**config.mk**
```make
export PLATFORM = sky130hd
export DESIGN_NAME = ob_xlate
export DESIGN_NICKNAME = d
export VERILOG_FILES = /design/src/rtl/ob_xlate.sv
export SDC_FILE = /design/constraint.sdc
export NUM_CORES = 2
export LEC_CHECK = 0
export BUFFER_PORTS_ARGS = -buffer_cell sky130_fd_sc_hd__buf_4
export CORE_MARGIN = 1.5
export CORE_UTILIZATION = 30
export DETAILED_ROUTE_END_ITERATION = 10
export SLEW_MARGIN = 5
export SYNTH_ARGS = -nofsm -noshare
export SYNTH_HDL_FRONTEND = slang
export SYNTH_SLANG_ARGS = --single-unit
```
**constraint.sdc**
```tcl
create_clock -name clk -period 17.65 [get_ports clk]
set_input_delay 5.295 -clock clk [delete_from_list [all_inputs] [get_ports clk]]
set_output_delay 5.295 -clock clk [all_outputs]
set_load 0.02 [all_outputs]
```
**src/rtl/ob_xlate.sv**
```systemverilog
module ob_xlate #(
  parameter int NREG = 4,
  parameter int AW   = 12
) (
  input  logic          clk,
  input  logic          rst_n,
  input  logic          cfg_we,
  input  logic [AW-1:0] cfg_addr,
  input  logic [31:0]   cfg_wdata,
  output logic [31:0]   cfg_rdata,
  input  logic [63:0]   lk_addr,
  output logic          lk_hit,
  output logic [2:0]    lk_type,
  output logic [63:0]   lk_xaddr
);

  localparam int IW = (NREG > 1) ? $clog2(NREG) : 1;
  localparam logic [AW-1:0] OFF_VP  = AW'(12'h900);
  localparam logic [AW-1:0] OFF_TY  = AW'(12'h904);
  localparam logic [AW-1:0] OFF_EN  = AW'(12'h908);
  localparam logic [AW-1:0] OFF_BLO = AW'(12'h90C);
  localparam logic [AW-1:0] OFF_BHI = AW'(12'h910);
  localparam logic [AW-1:0] OFF_LIM = AW'(12'h914);
  localparam logic [AW-1:0] OFF_TLO = AW'(12'h918);
  localparam logic [AW-1:0] OFF_THI = AW'(12'h91C);

  logic            vp_dir;
  logic [7:0]      vp_idx;
  logic [NREG-1:0] r_en;
  logic [2:0]      r_type [NREG];
  logic [31:0]     r_blo  [NREG];
  logic [31:0]     r_bhi  [NREG];
  logic [31:0]     r_lim  [NREG];
  logic [31:0]     r_tlo  [NREG];
  logic [31:0]     r_thi  [NREG];

  logic [IW-1:0]   sel;
  logic            sel_ok;
  logic [NREG-1:0] match;
  logic [IW-1:0]   win;

  assign sel    = vp_idx[IW-1:0];
  assign sel_ok = !vp_dir && (int'(vp_idx) < NREG);

  always_ff @(posedge clk) begin
    if (!rst_n) begin
      vp_dir <= 1'b0;
      vp_idx <= '0;
      r_en   <= '0;
      for (int i = 0; i < NREG; i++) begin
        r_type[i] <= '0;
        r_blo[i]  <= '0;
        r_bhi[i]  <= '0;
        r_lim[i]  <= '0;
        r_tlo[i]  <= '0;
        r_thi[i]  <= '0;
      end
    end else if (cfg_we) begin
      if (cfg_addr == OFF_VP) begin
        vp_dir <= cfg_wdata[31];
        vp_idx <= cfg_wdata[7:0];
      end else if (sel_ok) begin
        case (cfg_addr)
          OFF_TY:  r_type[sel] <= cfg_wdata[2:0];
          OFF_EN:  r_en[sel]   <= cfg_wdata[31];
          OFF_BLO: r_blo[sel]  <= cfg_wdata;
          OFF_BHI: r_bhi[sel]  <= cfg_wdata;
          OFF_LIM: r_lim[sel]  <= cfg_wdata;
          OFF_TLO: r_tlo[sel]  <= cfg_wdata;
          OFF_THI: r_thi[sel]  <= cfg_wdata;
          default: ;
        endcase
      end
    end
  end

  always_comb begin
    cfg_rdata = '0;
    if (cfg_addr == OFF_VP)
      cfg_rdata = {vp_dir, 23'b0, vp_idx};
    else if (sel_ok) begin
      case (cfg_addr)
        OFF_TY:  cfg_rdata = {29'b0, r_type[sel]};
        OFF_EN:  cfg_rdata = {r_en[sel], 31'b0};
        OFF_BLO: cfg_rdata = r_blo[sel];
        OFF_BHI: cfg_rdata = r_bhi[sel];
        OFF_LIM: cfg_rdata = r_lim[sel];
        OFF_TLO: cfg_rdata = r_tlo[sel];
        OFF_THI: cfg_rdata = r_thi[sel];
        default: cfg_rdata = '0;
      endcase
    end
  end

  for (genvar g = 0; g < NREG; g++) begin : g_cmp
    assign match[g] = r_en[g] &&
                      (lk_addr >= {r_bhi[g], r_blo[g]}) &&
                      (lk_addr <= {r_bhi[g], r_lim[g]});
  end

  always_comb begin
    win = '0;
    for (int i = NREG - 1; i >= 0; i--)
      if (match[i]) win = IW'(i);
  end

  assign lk_hit   = |match;
  assign lk_type  = lk_hit ? r_type[win] : 3'd0;
  assign lk_xaddr = lk_hit ? ({r_thi[win], r_tlo[win]} + (lk_addr - {r_bhi[win], r_blo[win]})) : 64'd0;

  AST_EN_READBACK: assert property (@(posedge clk) disable iff (!rst_n)
    (cfg_we && cfg_addr == OFF_EN && sel_ok) |=> (r_en[$past(sel)] == $past(cfg_wdata[31])));
  AST_INBOUND_NO_WRITE: assert property (@(posedge clk) disable iff (!rst_n)
    (cfg_we && vp_dir && cfg_addr != OFF_VP) |=> $stable(r_en));
  AST_NO_EN_NO_HIT: assert property (@(posedge clk) disable iff (!rst_n)
    (r_en == '0) |-> (!lk_hit && lk_xaddr == 64'd0));
  AST_HIT_ABOVE_BASE: assert property (@(posedge clk) disable iff (!rst_n)
    lk_hit |-> (lk_addr >= {r_bhi[win], r_blo[win]}));
  AST_HIT_BELOW_LIMIT: assert property (@(posedge clk) disable iff (!rst_n)
    lk_hit |-> (lk_addr <= {r_bhi[win], r_lim[win]}));

endmodule

```
==> results.rst <==
.. list-table::
   :header-rows: 1

   * - Metric
     - Value
   * - CTS tree
     - yes
   * - Number of buffers inserted during clock tree synthesis
     - 71
   * - Required time worst endpoint
     - 12350 ps
   * - Kind of end point of the critical path
     - output port
   * - Die area
     - approximately 160000 um^2
   * - Setup-failing EPs final
     - 0
   * - Most used flip-flop cell after synthesis
     - sky130_fd_sc_hd__edfxtp_1
   * - Total congestion overflow
     - 0
   * - Cell area after technology mapping
     - 48300 um^2
   * - Maximum fanout count along the critical path
     - 7
   * - Largest clock skew in the final design
     - 22.0 ps
   * - Number of design-rule violations left by the first detailed-router iteration
     - 5658
   * - HPWL after detailed placement
     - 166 mm
   * - Slowest cell on crit path
     - sky130_fd_sc_hd__fa_1
   * - Standard-cell rows
     - 147
   * - Routed wire per std cell
     - 28.3 um
   * - Global-route wire length before repair
     - 301 mm
   * - Element type at the critical path start
     - input port
   * - Worst-case reg-to-reg path depth
     - 6
   * - Actual transition at the worst max-transition pin
     - approximately 1300 ps
   * - Class of the tightest hold or removal check
     - reg -> reg
   * - Number of buffers between clock root and the deepest sink
     - 3
   * - Worst rel slew slack
     - 12.8%
   * - Pleak
     - roughly 25 nW
   * - Layout Cells excl Fill
     - about 7700
   * - Flip-flop and latch count after synthesis
     - 667
   * - Count of boundary I/O pins
     - 211
   * - Max frequency
     - 56.8 MHz
   * - Number of slew-limit violations in the final report
     - 0
   * - Portion of synthesized cell area occupied by the leading cell type
     - between 40% and 50%
   * - Final RePlAce weighted congestion
     - slightly above 1
   * - Cell with the most instances after synthesis
     - sky130_fd_sc_hd__nor2_1
   * - Post-synth top cells
     - sky130_fd_sc_hd__nor2_1, sky130_fd_sc_hd__edfxtp_1, sky130_fd_sc_hd__ha_1
   * - Share of flip-flops with an asynchronous set or reset
     - 0%
   * - Count of buffers from port buffering
     - 210
   * - Worst slack, placed
     - -776 ps
   * - Die span in x
     - approximately 400 um
   * - TritonCTS Sinks
     - 667
   * - Final period demand of the worst path
     - 17610 ps
   * - Run status
     - completed
   * - Via count of the first global-routing pass
     - between 40000 and 50000
   * - Worst r2r dst
     - r_tlo[1][6]
   * - Hold path start
     - vp_idx[5]
   * - Total count of hold-check failures in the final report
     - 0
   * - Die height
     - 404 um
   * - Synthesized instance count
     - 4791
   * - Proportion of synthesized chip area in sequential cells
     - 41.1%
   * - Area contributors post-synth
     - sky130_fd_sc_hd__edfxtp_1, sky130_fd_sc_hd__ha_1, sky130_fd_sc_hd__mux4_2
   * - Worst path max stage delay
     - 500 ps
   * - Total routing resource utilization after global routing
     - 25.6%
   * - Power per cell area
     - 70.7 nW/um^2
   * - Crit path arrival time
     - roughly 12000 ps
   * - Final Total Pwr
     - 4.28 mW
   * - Routed vias
     - 43200
   * - Total Wirelength
     - 218 mm
   * - Source of the worst register-to-register timing path
     - vp_idx[0]
   * - Number of max-cap violations
     - 0
   * - Total DRC errors in the routed layout
     - 0
   * - Sequential Area
     - 19900 um^2
   * - Least setup slack across all paths after layout
     - 41.2 ps
   * - Net Count, Synth
     - between 5000 and 6000
   * - Cell variety after synth
     - 91
   * - Share of layout cells above drive strength 1
     - 24.3%
   * - Hold-critical path depth
     - 2
   * - Highest ir drop seen on vdd
     - 56.6 uV
   * - Final net count
     - 6091
   * - Layout Utilization
     - 37.8%
   * - Number of synthesized flops with an enable pin
     - between 600 and 700
   * - Growth of design area from synthesis to finish
     - 25.1%
   * - Initial antenna violation count
     - 18
   * - Share of the clock period used by the worst path
     - 99.8%
   * - Residual antenna-violating net count after detailed routing
     - 0
   * - Number of placed cells counting well taps
     - 7509
   * - Average vias per placed instance
     - about 5.6
   * - Placeable core region
     - approximately 160000 um^2
   * - H-tree Lvls
     - 3
   * - Post-synthesis average cell area
     - 10.1 um^2
   * - Insertion delay of the later-clocked pin in the worst-skew pair
     - approximately 660 ps
   * - Largest net degree at the start of global routing
     - between 80 and 90
   * - RSZ-0062 raised after global routing
     - true
   * - Hold worst-path end
     - vp_idx[5]
   * - Slack of the worst reg-to-reg path
     - 13960 ps
   * - Most prevalent standard cell on the critical path
     - sky130_fd_sc_hd__buf_4
   * - Number of detailed-route iterations in the first pass
     - 8
   * - Footprint of the multi-input gates
     - 27000 um^2
   * - Number of filler instances in the final layout
     - 15800
   * - Yosys synthesis warning count
     - 0
   * - Synth area leader
     - sky130_fd_sc_hd__edfxtp_1
   * - Clk root buf
     - sky130_fd_sc_hd__clkbuf_16
   * - CTS clock-pin slew for the worst setup and hold paths
     - 60 ps
   * - Initial cell density of the core
     - 30.2%
   * - Hold bufs inserted after CTS
     - 0
   * - Worst setup path class
     - in -> out
==> registers in the layout (all words and copies together), names as in the netlist, named ones only <==
| register | count |
|---|---|
| r_blo | 128 |
| r_en | 4 |
| r_tlo | 128 |
| vp_dir | 1 |
| r_lim | 128 |
| r_bhi | 128 |
| r_type | 12 |
| r_thi | 128 |
| vp_idx | 8 |
==> area by class of cell <==
class                      instances  area share [%]
antenna                            7          0.0290
clock buffer                      90            3.16
clock inverter                    39           0.648
inverter                         423            2.63
multi-input combinational       3449            44.6
sequential                       667            32.9
tap                             2160            4.47
timing repair buffer             857            11.6
==> metrics by stage <==
step | hold slack, ps | setup TNS, ps | instance area [um^2]
final | 490 | 0 | 60500
after global placement | 469 | -12770 | 56700
after CTS | 488 | 0 | 59200
after floorplan | 456 | 0 | 48300
after global routing | 523 | -495 | 60500
after detailed placement | 480 | -11430 | 56700
==> kinds of logic after synthesis <==
family	count (synthesis)	synth area share, %
mux	312	10.6
simple gates	1613	15.0
fa+ha+maj	511	14.2
compound gates	960	12.7
flops	667	41.1
buf+inv	675	5.39
xor+xnor	53	0.960
==> how the worst max path moves through the flow <==
stage           startpoint            to  slack [ps]  cells after the start
2_1_floorplan  lk_addr[46]  lk_xaddr[58]         720                     28
3_3_place_gp   lk_addr[61]  lk_xaddr[58]        -770                     34
3_5_place_dp   lk_addr[61]  lk_xaddr[58]        -780                     34
4_1_cts        lk_addr[37]  lk_xaddr[60]         0.6                     38
5_1_grt        lk_addr[37]  lk_xaddr[63]        -150                     37
6_report        lk_addr[0]  lk_xaddr[63]          40                     35
==> layer usage <==
| metal | part of all wire (%) | GRT usage [%] | wire [um] |
|---|---|---|---|
| met1 | 39 | 33.7 | 85600 |
| met2 | 44 | 39.7 | 96100 |
| met3 | 12 | 7.13 | 26700 |
| met4 | 4.2 | 9.95 | 9210 |
| met5 | 0.054 | 1.13 | 117 |
==> cells in the final DEF (no fill, tap or decap), types with 74 or more instances in the layout <==
| master | instances |
|---|---|
| sky130_fd_sc_hd__o21ai_1 | 74 |
| sky130_fd_sc_hd__nand2_1 | 328 |
| sky130_fd_sc_hd__o211ai_1 | 80 |
| sky130_fd_sc_hd__clkbuf_16 | 80 |
| sky130_fd_sc_hd__a21oi_1 | 288 |
| sky130_fd_sc_hd__mux2i_1 | 87 |
| sky130_fd_sc_hd__ha_1 | 426 |
| sky130_fd_sc_hd__o21ai_0 | 100 |
| sky130_fd_sc_hd__inv_1 | 422 |
| sky130_fd_sc_hd__nand3_1 | 81 |
| sky130_fd_sc_hd__and2_1 | 166 |
| sky130_fd_sc_hd__nor2_1 | 774 |
| sky130_fd_sc_hd__a21o_1 | 90 |
| sky130_fd_sc_hd__mux4_2 | 154 |
| sky130_fd_sc_hd__buf_4 | 804 |
| sky130_fd_sc_hd__edfxtp_1 | 652 |
| sky130_fd_sc_hd__nand4_1 | 81 |
==> timing repair <==
| item | in CTS | in global routing |
|---|---|---|
| resized for setup | 44 | 165 |
| setup endpoints to repair | 36 | 33 |
| setup buffers | 8 | 35 |
| cloned | 0 | 8 |
| pin swaps | 12 | 83 |
==> report_power, final <==
group | total (mW) | switching [mW] | internal, mW
clock network | 1.55 | 0.679 | 0.873
logic | 0.892 | 0.513 | 0.379
registers | 1.83 | 0.0453 | 1.79
total | 4.28 | 1.24 | 3.04
==> critical path, delay by kind of cell <==
kind | cells | cell delay [ps]
fa+ha+maj | 3 | 970
compound gates | 18 | 3620
simple gates | 3 | 680
buf+inv | 10 | 1600
mux | 1 | 110
(Power assumes the default switching activity.)
